[config.mk]
export PLATFORM = sky130hd
export DESIGN_NAME = sclk_reset_detector
export DESIGN_NICKNAME = d
export VERILOG_FILES = /design/src/rtl/sclk_rst_pkg.sv /design/src/rtl/sclk_line_sync.sv /design/src/rtl/sclk_pattern_fsm.sv /design/src/rtl/sclk_lockout_timer.sv /design/src/rtl/sclk_reset_detector.sv
export SDC_FILE = /design/constraint.sdc
export NUM_CORES = 1
export LEC_CHECK = 0
export CAP_MARGIN = 20
export CORE_MARGIN = 2
export CORE_UTILIZATION = 57
export DETAILED_ROUTE_END_ITERATION = 8
export DONT_BUFFER_PORTS = 1
export PLACE_DENSITY = 0.75
export SYNTH_ARGS = -nofsm -noshare
export SYNTH_HDL_FRONTEND = slang
export SYNTH_HIERARCHICAL = 1
export SYNTH_SLANG_ARGS = --single-unit
[constraint.sdc]
create_clock -name clk -period 2 [get_ports clk]
set_input_delay 0 -clock clk [delete_from_list [all_inputs] [get_ports clk]]
set_output_delay 0 -clock clk [all_outputs]
set_load 0.02 [all_outputs]
[src/rtl/sclk_rst_pkg.sv]
package sclk_rst_pkg;

    typedef enum logic [2:0] {
        ST_WAIT,
        ST_HI1,
        ST_LO1,
        ST_HI2,
        ST_LO2,
        ST_HI3
    } seq_st_e;

    // Layout of the command word handed to the register file
    typedef struct packed {
        logic [7:0]  flags;      // output enables, format, order, pin select
        logic [2:0]  mode_code;  // 0 = normal conversion
        logic [2:0]  gain_code;  // 0 = gain 1
        logic [1:0]  chan_code;  // 0 = channel 1
        logic [2:0]  rate_code;  // 0 = oversampling rate 1
        logic [12:0] decim;      // decimation ratio
    } cmd_word_t;

    localparam cmd_word_t CMD_DEFAULT = '{
        flags:     8'h00,
        mode_code: 3'd0,
        gain_code: 3'd0,
        chan_code: 2'd0,
        rate_code: 3'd0,
        decim:     13'd23
    };

endpackage

[src/rtl/sclk_line_sync.sv]
module sclk_line_sync #(
    parameter int STAGES = 2
) (
    input  logic clk,
    input  logic rst_n,
    input  logic line_in,
    output logic level,
    output logic level_prev
);

    typedef struct packed {
        logic [STAGES-1:0] pipe;
        logic              prev;
    } sync_t;

    sync_t cur_q, nxt_d;

    always_comb begin
        nxt_d      = cur_q;
        nxt_d.prev = cur_q.pipe[STAGES-1];
        if (STAGES > 1) begin
            nxt_d.pipe = {cur_q.pipe[STAGES-2:0], line_in};
        end else begin
            nxt_d.pipe = STAGES'(line_in);
        end
    end

    always_ff @(posedge clk) begin
        if (!rst_n) begin
            cur_q <= '0;
        end else begin
            cur_q <= nxt_d;
        end
    end

    assign level      = cur_q.pipe[STAGES-1];
    assign level_prev = cur_q.prev;

endmodule

[src/rtl/sclk_pattern_fsm.sv]
module sclk_pattern_fsm
    import sclk_rst_pkg::*;
#(
    parameter int P1_MIN  = 256,
    parameter int P1_MAX  = 400,
    parameter int GAP_MIN = 5,
    parameter int P2_MIN  = 512,
    parameter int P2_MAX  = 900,
    parameter int P3_FIRE = 1024,
    parameter int CW      = 11
) (
    input  logic clk,
    input  logic rst_n,
    input  logic level,
    input  logic level_prev,
    input  logic qualify,
    output logic fire_now,
    output logic fire_q
);

    localparam logic [CW-1:0] CNT_SAT = '1;

    typedef struct packed {
        seq_st_e        st;
        logic [CW-1:0]  cnt;
        logic           fire;
    } fsm_t;

    fsm_t cur_q, nxt_d;
    logic [CW-1:0] cnt_inc;
    logic          rise;

    always_comb begin
        cnt_inc   = (cur_q.cnt == CNT_SAT) ? cur_q.cnt : cur_q.cnt + 1'b1;
        rise      = level & ~level_prev;
        nxt_d     = cur_q;
        nxt_d.fire = 1'b0;
        if (!qualify) begin
            nxt_d.st  = ST_WAIT;
            nxt_d.cnt = '0;
        end else begin
            unique case (cur_q.st)
                ST_WAIT: begin
                    if (rise) begin
                        nxt_d.st  = ST_HI1;
                        nxt_d.cnt = CW'(1);
                    end
                end
                ST_HI1: begin
                    if (level) begin
                        nxt_d.cnt = cnt_inc;
                    end else if (cur_q.cnt > CW'(P1_MIN) && cur_q.cnt < CW'(P1_MAX)) begin
                        nxt_d.st  = ST_LO1;
                        nxt_d.cnt = CW'(1);
                    end else begin
                        nxt_d.st  = ST_WAIT;
                        nxt_d.cnt = '0;
                    end
                end
                ST_LO1, ST_LO2: begin
                    if (!level) begin
                        nxt_d.cnt = cnt_inc;
                    end else if (cur_q.cnt > CW'(GAP_MIN)) begin
                        nxt_d.st  = (cur_q.st == ST_LO1) ? ST_HI2 : ST_HI3;
                        nxt_d.cnt = CW'(1);
                    end else begin
                        nxt_d.st  = ST_WAIT;
                        nxt_d.cnt = '0;
                    end
                end
                ST_HI2: begin
                    if (level) begin
                        nxt_d.cnt = cnt_inc;
                    end else if (cur_q.cnt > CW'(P2_MIN) && cur_q.cnt < CW'(P2_MAX)) begin
                        nxt_d.st  = ST_LO2;
                        nxt_d.cnt = CW'(1);
                    end else begin
                        nxt_d.st  = ST_WAIT;
                        nxt_d.cnt = '0;
                    end
                end
                ST_HI3: begin
                    if (!level) begin
                        nxt_d.st  = ST_WAIT;
                        nxt_d.cnt = '0;
                    end else if (cur_q.cnt == CW'(P3_FIRE - 1)) begin
                        nxt_d.fire = 1'b1;
                        nxt_d.st   = ST_WAIT;
                        nxt_d.cnt  = '0;
                    end else begin
                        nxt_d.cnt = cnt_inc;
                    end
                end
                default: begin
                    nxt_d.st  = ST_WAIT;
                    nxt_d.cnt = '0;
                end
            endcase
        end
    end

    always_ff @(posedge clk) begin
        if (!rst_n) begin
            cur_q <= '{st: ST_WAIT, cnt: '0, fire: 1'b0};
        end else begin
            cur_q <= nxt_d;
        end
    end

    assign fire_now = nxt_d.fire;
    assign fire_q   = cur_q.fire;

endmodule

[src/rtl/sclk_lockout_timer.sv]
module sclk_lockout_timer #(
    parameter int LOCK_CYC = 59000
) (
    input  logic clk,
    input  logic rst_n,
    input  logic start,
    output logic busy,
    output logic strobe
);

    localparam int LW = (LOCK_CYC > 1) ? $clog2(LOCK_CYC) : 1;

    typedef struct packed {
        logic          busy;
        logic [LW-1:0] left;
        logic          strobe;
    } lock_t;

    lock_t cur_q, nxt_d;

    always_comb begin
        nxt_d        = cur_q;
        nxt_d.strobe = 1'b0;
        if (start) begin
            nxt_d.busy   = 1'b1;
            nxt_d.left   = LW'(LOCK_CYC - 1);
            nxt_d.strobe = 1'b1;
        end else if (cur_q.busy) begin
            if (cur_q.left == '0) begin
                nxt_d.busy = 1'b0;
            end else begin
                nxt_d.left = cur_q.left - 1'b1;
            end
        end
    end

    always_ff @(posedge clk) begin
        if (!rst_n) begin
            cur_q <= '0;
        end else begin
            cur_q <= nxt_d;
        end
    end

    assign busy   = cur_q.busy;
    assign strobe = cur_q.strobe;

endmodule

[src/rtl/sclk_reset_detector.sv]
module sclk_reset_detector
    import sclk_rst_pkg::*;
#(
    parameter int SYNC_STAGES = 2,
    parameter int P1_MIN      = 256,
    parameter int P1_MAX      = 400,
    parameter int GAP_MIN     = 5,
    parameter int P2_MIN      = 512,
    parameter int P2_MAX      = 900,
    parameter int P3_FIRE     = 1024,
    parameter int P3_MAX      = 1200,
    parameter int LOCK_CYC    = 59000
) (
    input  logic        clk,
    input  logic        rst_n,
    input  logic        sclk_in,
    input  logic        cs_n,
    input  logic        drdy,
    input  logic        slave_mode,
    output logic        reset_pulse,
    output logic        lockout,
    output logic        load_defaults,
    output logic [31:0] dflt_cmd
);

    localparam int CNT_W = $clog2(P3_MAX + 1);

    logic lvl, lvl_prev, qualify, fire_now, fire_q;

    sclk_line_sync #(.STAGES(SYNC_STAGES)) u_sync (
        .clk        (clk),
        .rst_n      (rst_n),
        .line_in    (sclk_in),
        .level      (lvl),
        .level_prev (lvl_prev)
    );

    assign qualify = slave_mode & ~cs_n & drdy & ~lockout;

    sclk_pattern_fsm #(
        .P1_MIN  (P1_MIN),
        .P1_MAX  (P1_MAX),
        .GAP_MIN (GAP_MIN),
        .P2_MIN  (P2_MIN),
        .P2_MAX  (P2_MAX),
        .P3_FIRE (P3_FIRE),
        .CW      (CNT_W)
    ) u_fsm (
        .clk        (clk),
        .rst_n      (rst_n),
        .level      (lvl),
        .level_prev (lvl_prev),
        .qualify    (qualify),
        .fire_now   (fire_now),
        .fire_q     (fire_q)
    );

    sclk_lockout_timer #(.LOCK_CYC(LOCK_CYC)) u_lock (
        .clk    (clk),
        .rst_n  (rst_n),
        .start  (fire_now),
        .busy   (lockout),
        .strobe (load_defaults)
    );

    assign reset_pulse = fire_q;
    assign dflt_cmd    = CMD_DEFAULT;

endmodule

==> run metrics <==
outcome=finished, final reports clean; multi-input logic area=between 1000 and 1500 um2; critical path arrival=approximately 2.1 ns; Max-Cap Viols=0; Yosys warning count=6; Die Wd=68.51 um; TritonCTS Buffers=5; pin count of the biggest net entering global routing=15; # IOs=41; Yosys reg bits=36; largest cells by area after synthesis=dfxtp_1, buf_4, a31oi_1; CTS tree=built; post-synthesis cell type count=59; crit-path most repeated cell=a211oi_1; register area share after synthesis=between 30% and 40%; DRC violations left=0; antenna violations before repair=0; Critical Path Fanout Max=3; final setup fails=0; first-pass GRT wire length=around 8200 um; DIE AREA=between 4000 and 5000 um2; DRT Wirelength=5243 um; worst hold path type=in -> reg; setup_tns=0 ns; synthesized instance count=between 200 and 300; Power Dens Cells=503.8 nW/um2; Die Ht=between 60 and 70 um; clock transition at the registers of the reported paths=0.08 ns; Peak Freq=510.8 MHz; vias in the first global route=1835; # nets final=319; WP buf/inv=0; FFs w/ async S/R, synth=0%; dpl hpwl=between 3000 and 4000 um; core area=between 4000 and 5000 um2; minimum clock period=just under 2 ns; unrepaired setup endpoints after global routing=true; top cell type's share of synthesized area=30.38%; final worst slack=0.04246 ns; Root Buffer Master=clkbuf_8; Site Rows=23; Via density=5.881; Ant. Diodes=0; GRT overflow=0; Worst Setup SP=u_fsm/cur_q[5]; CP peak stage delay=between 0.4 and 0.5 ns; largest area contributor in the netlist=dfxtp_1; Design Power=between 1000 and 1500 uW; Slowest-stage cell, CP=or3_2; EDFF count, synth=0; Fin. Hold Viols=0; Layout Skew=0.009882 ns; CP endpoint kind=flip-flop; maximum VDD drop=0.4239 mV; Worst-Skew Late Latency=0.29 ns; Vias=2117; Pre-Repair DR Iteration Count=4; H-Tree Level Count=2; top sig layer=met4; most used flip-flop cell after synthesis=dfxtp_1; Tcrit/Tclk final=~98%; starting density of the core=59.31%; Slew Viols, Final=0; hold path start=rst_n; syn_area_per_cell=8.383 um2; clock sink total=36; critical path's top delay family=simple AND/OR/NAND/NOR gates; DRT met1 WL=2370 um; post-CTS setup buffers=0; gr usage total=23.55%; dpl ws=-0.1113 ns; Final Non-Filler Cells=360; DR WL met2=2588 um; maximum root-to-sink buffer count=2; origin of the critical flop-to-flop path=u_fsm/cur_q[5]; synthesized area=~2400 um2; placed insts=350; Area growth, synth to finish=11.39%; critical path required time=2.17 ns; layout cells sized above 1=roughly 25%; filler cell count=~340; initial DRC count=200; met3 WL post-DR=229 um; Pleak=0.001015 uW; WS Path Type=reg -> reg; GPL Wtd Cong=0.8652; Reg area=729.5 um2; # port buffers=0; Avg WL per Cell=14.56 um; crit path cell chain=nor3_4 > nor4b_4 > a211oi_1 > or3_2 > a221oi_2 > a211oi_1; antenna-violating nets left=0; critical path startpoint category=flip-flop
Yosys cell counts (4+ instances only):
library cell  number
inv_1             13
ha_1               4
nand4_1            5
buf_6              4
o21ai_0           19
a211oi_1           4
o31ai_1            6
nor3_1             9
buf_4             32
nor2_1            12
a31oi_1           17
nor2b_1            4
or3_1              6
a21oi_1            9
clkbuf_1           4
dfxtp_1           36
nand3_1            8
or4_1              6
and2_1             6
nand2_1           19
what timing repair did:
item,CTS,global route
resized for setup,3,19
hold endpoints to repair,12,0
hold buffers,2,0
endpoints found under the setup margin,9,25
pin swaps,1,1
power by group:
group / internal (uW) / total, uW / switching [uW]
logic: 16.6 / 93.5 / 76.9
registers: 719 / 721 / 1.74
clock network: 243 / 517 / 274
total: 979 / 1330 / 353
metrics by stage:
step                instance area, um2  util [%]  hold slack, ns
floorplan                         2500         -          0.1176
global placement                  2452     61.31          0.1225
detailed placement                2452     61.31          0.1253
CTS                               2574     64.34         0.04074
global route                      2643     66.06         0.09861
finish                            2643     66.06         0.05363
layer usage:
layer / track usage (%) / vias up
met3: 6.494 / 6
met1: 28.47 / 1021
met5: 0 / -
met2: 39.06 / 50
met4: 10.00 / 0
li1: - / 1040
cells in the final DEF (no fill, tap or decap), types with 3 or more instances in the layout:
cell type  count
nand2_1       19
or4_1          5
a2111o_1       3
nor3_4         3
dfxtp_2        7
o21ai_0       17
nor3_1         7
o31ai_1        6
or2_2          3
nor2b_1        3
or3_2          3
or3_1          6
a211oi_1       4
a31oi_1       17
conb_1        32
inv_1         13
buf_4         29
clkbuf_8       5
nand4_1        5
a21oi_1        9
dfxtp_1       29
nand3_1        7
and2_1         6
nor2_1        12
cell type report:
| cell class | instances | share of cell area, % |
|---|---|---|
| flip-flops and latches | 36 | 27.60 |
| clock inverters | 3 | 0.7102 |
| multi-input cells | 222 | 55.87 |
| well taps | 50 | 2.367 |
| repair buffers | 31 | 8.996 |
| clock buffers | 5 | 2.604 |
| inverters | 13 | 1.847 |
cells by family (layout without fill, tap and decap cells):
group,after synthesis,count (layout),share of synthesized area [%]
AO/OA/AOI/OAI,77,77,22.42
buffers and inverters,55,52,15.88
multiplexers,1,1,0.4220
AND/OR/NAND/NOR,106,106,27.74
flip-flops,36,36,30.38
other,2,32,0.3166
XOR/XNOR,2,2,0.7385
adder cells (fa/ha/maj),4,4,2.110
sequential cells by signal (all words and copies together) (netlist names):
| signal | count |
|---|---|
| u_fsm/cur_q | 14 |
| u_fsm/fire_q | 1 |
| u_lock/busy | 1 |
| u_lock/cur_q | 16 |
| u_lock/strobe | 1 |
| u_sync/cur_q | 1 |
| u_sync/level | 1 |
| u_sync/level_prev | 1 |
final timing paths:
| path | slack, ns | endpoint | cells past startpoint |
|---|---|---|---|
| worst min register to register | 0.43 | u_sync/level | 1 |
| worst max register to register | 0.04 | u_fsm/cur_q[1] | 6 |
| worst min-delay path | 0.05 | u_lock/strobe | 2 |
| worst max-delay path | 0.04 | u_fsm/cur_q[1] | 6 |
(Power assumes the default switching activity.)
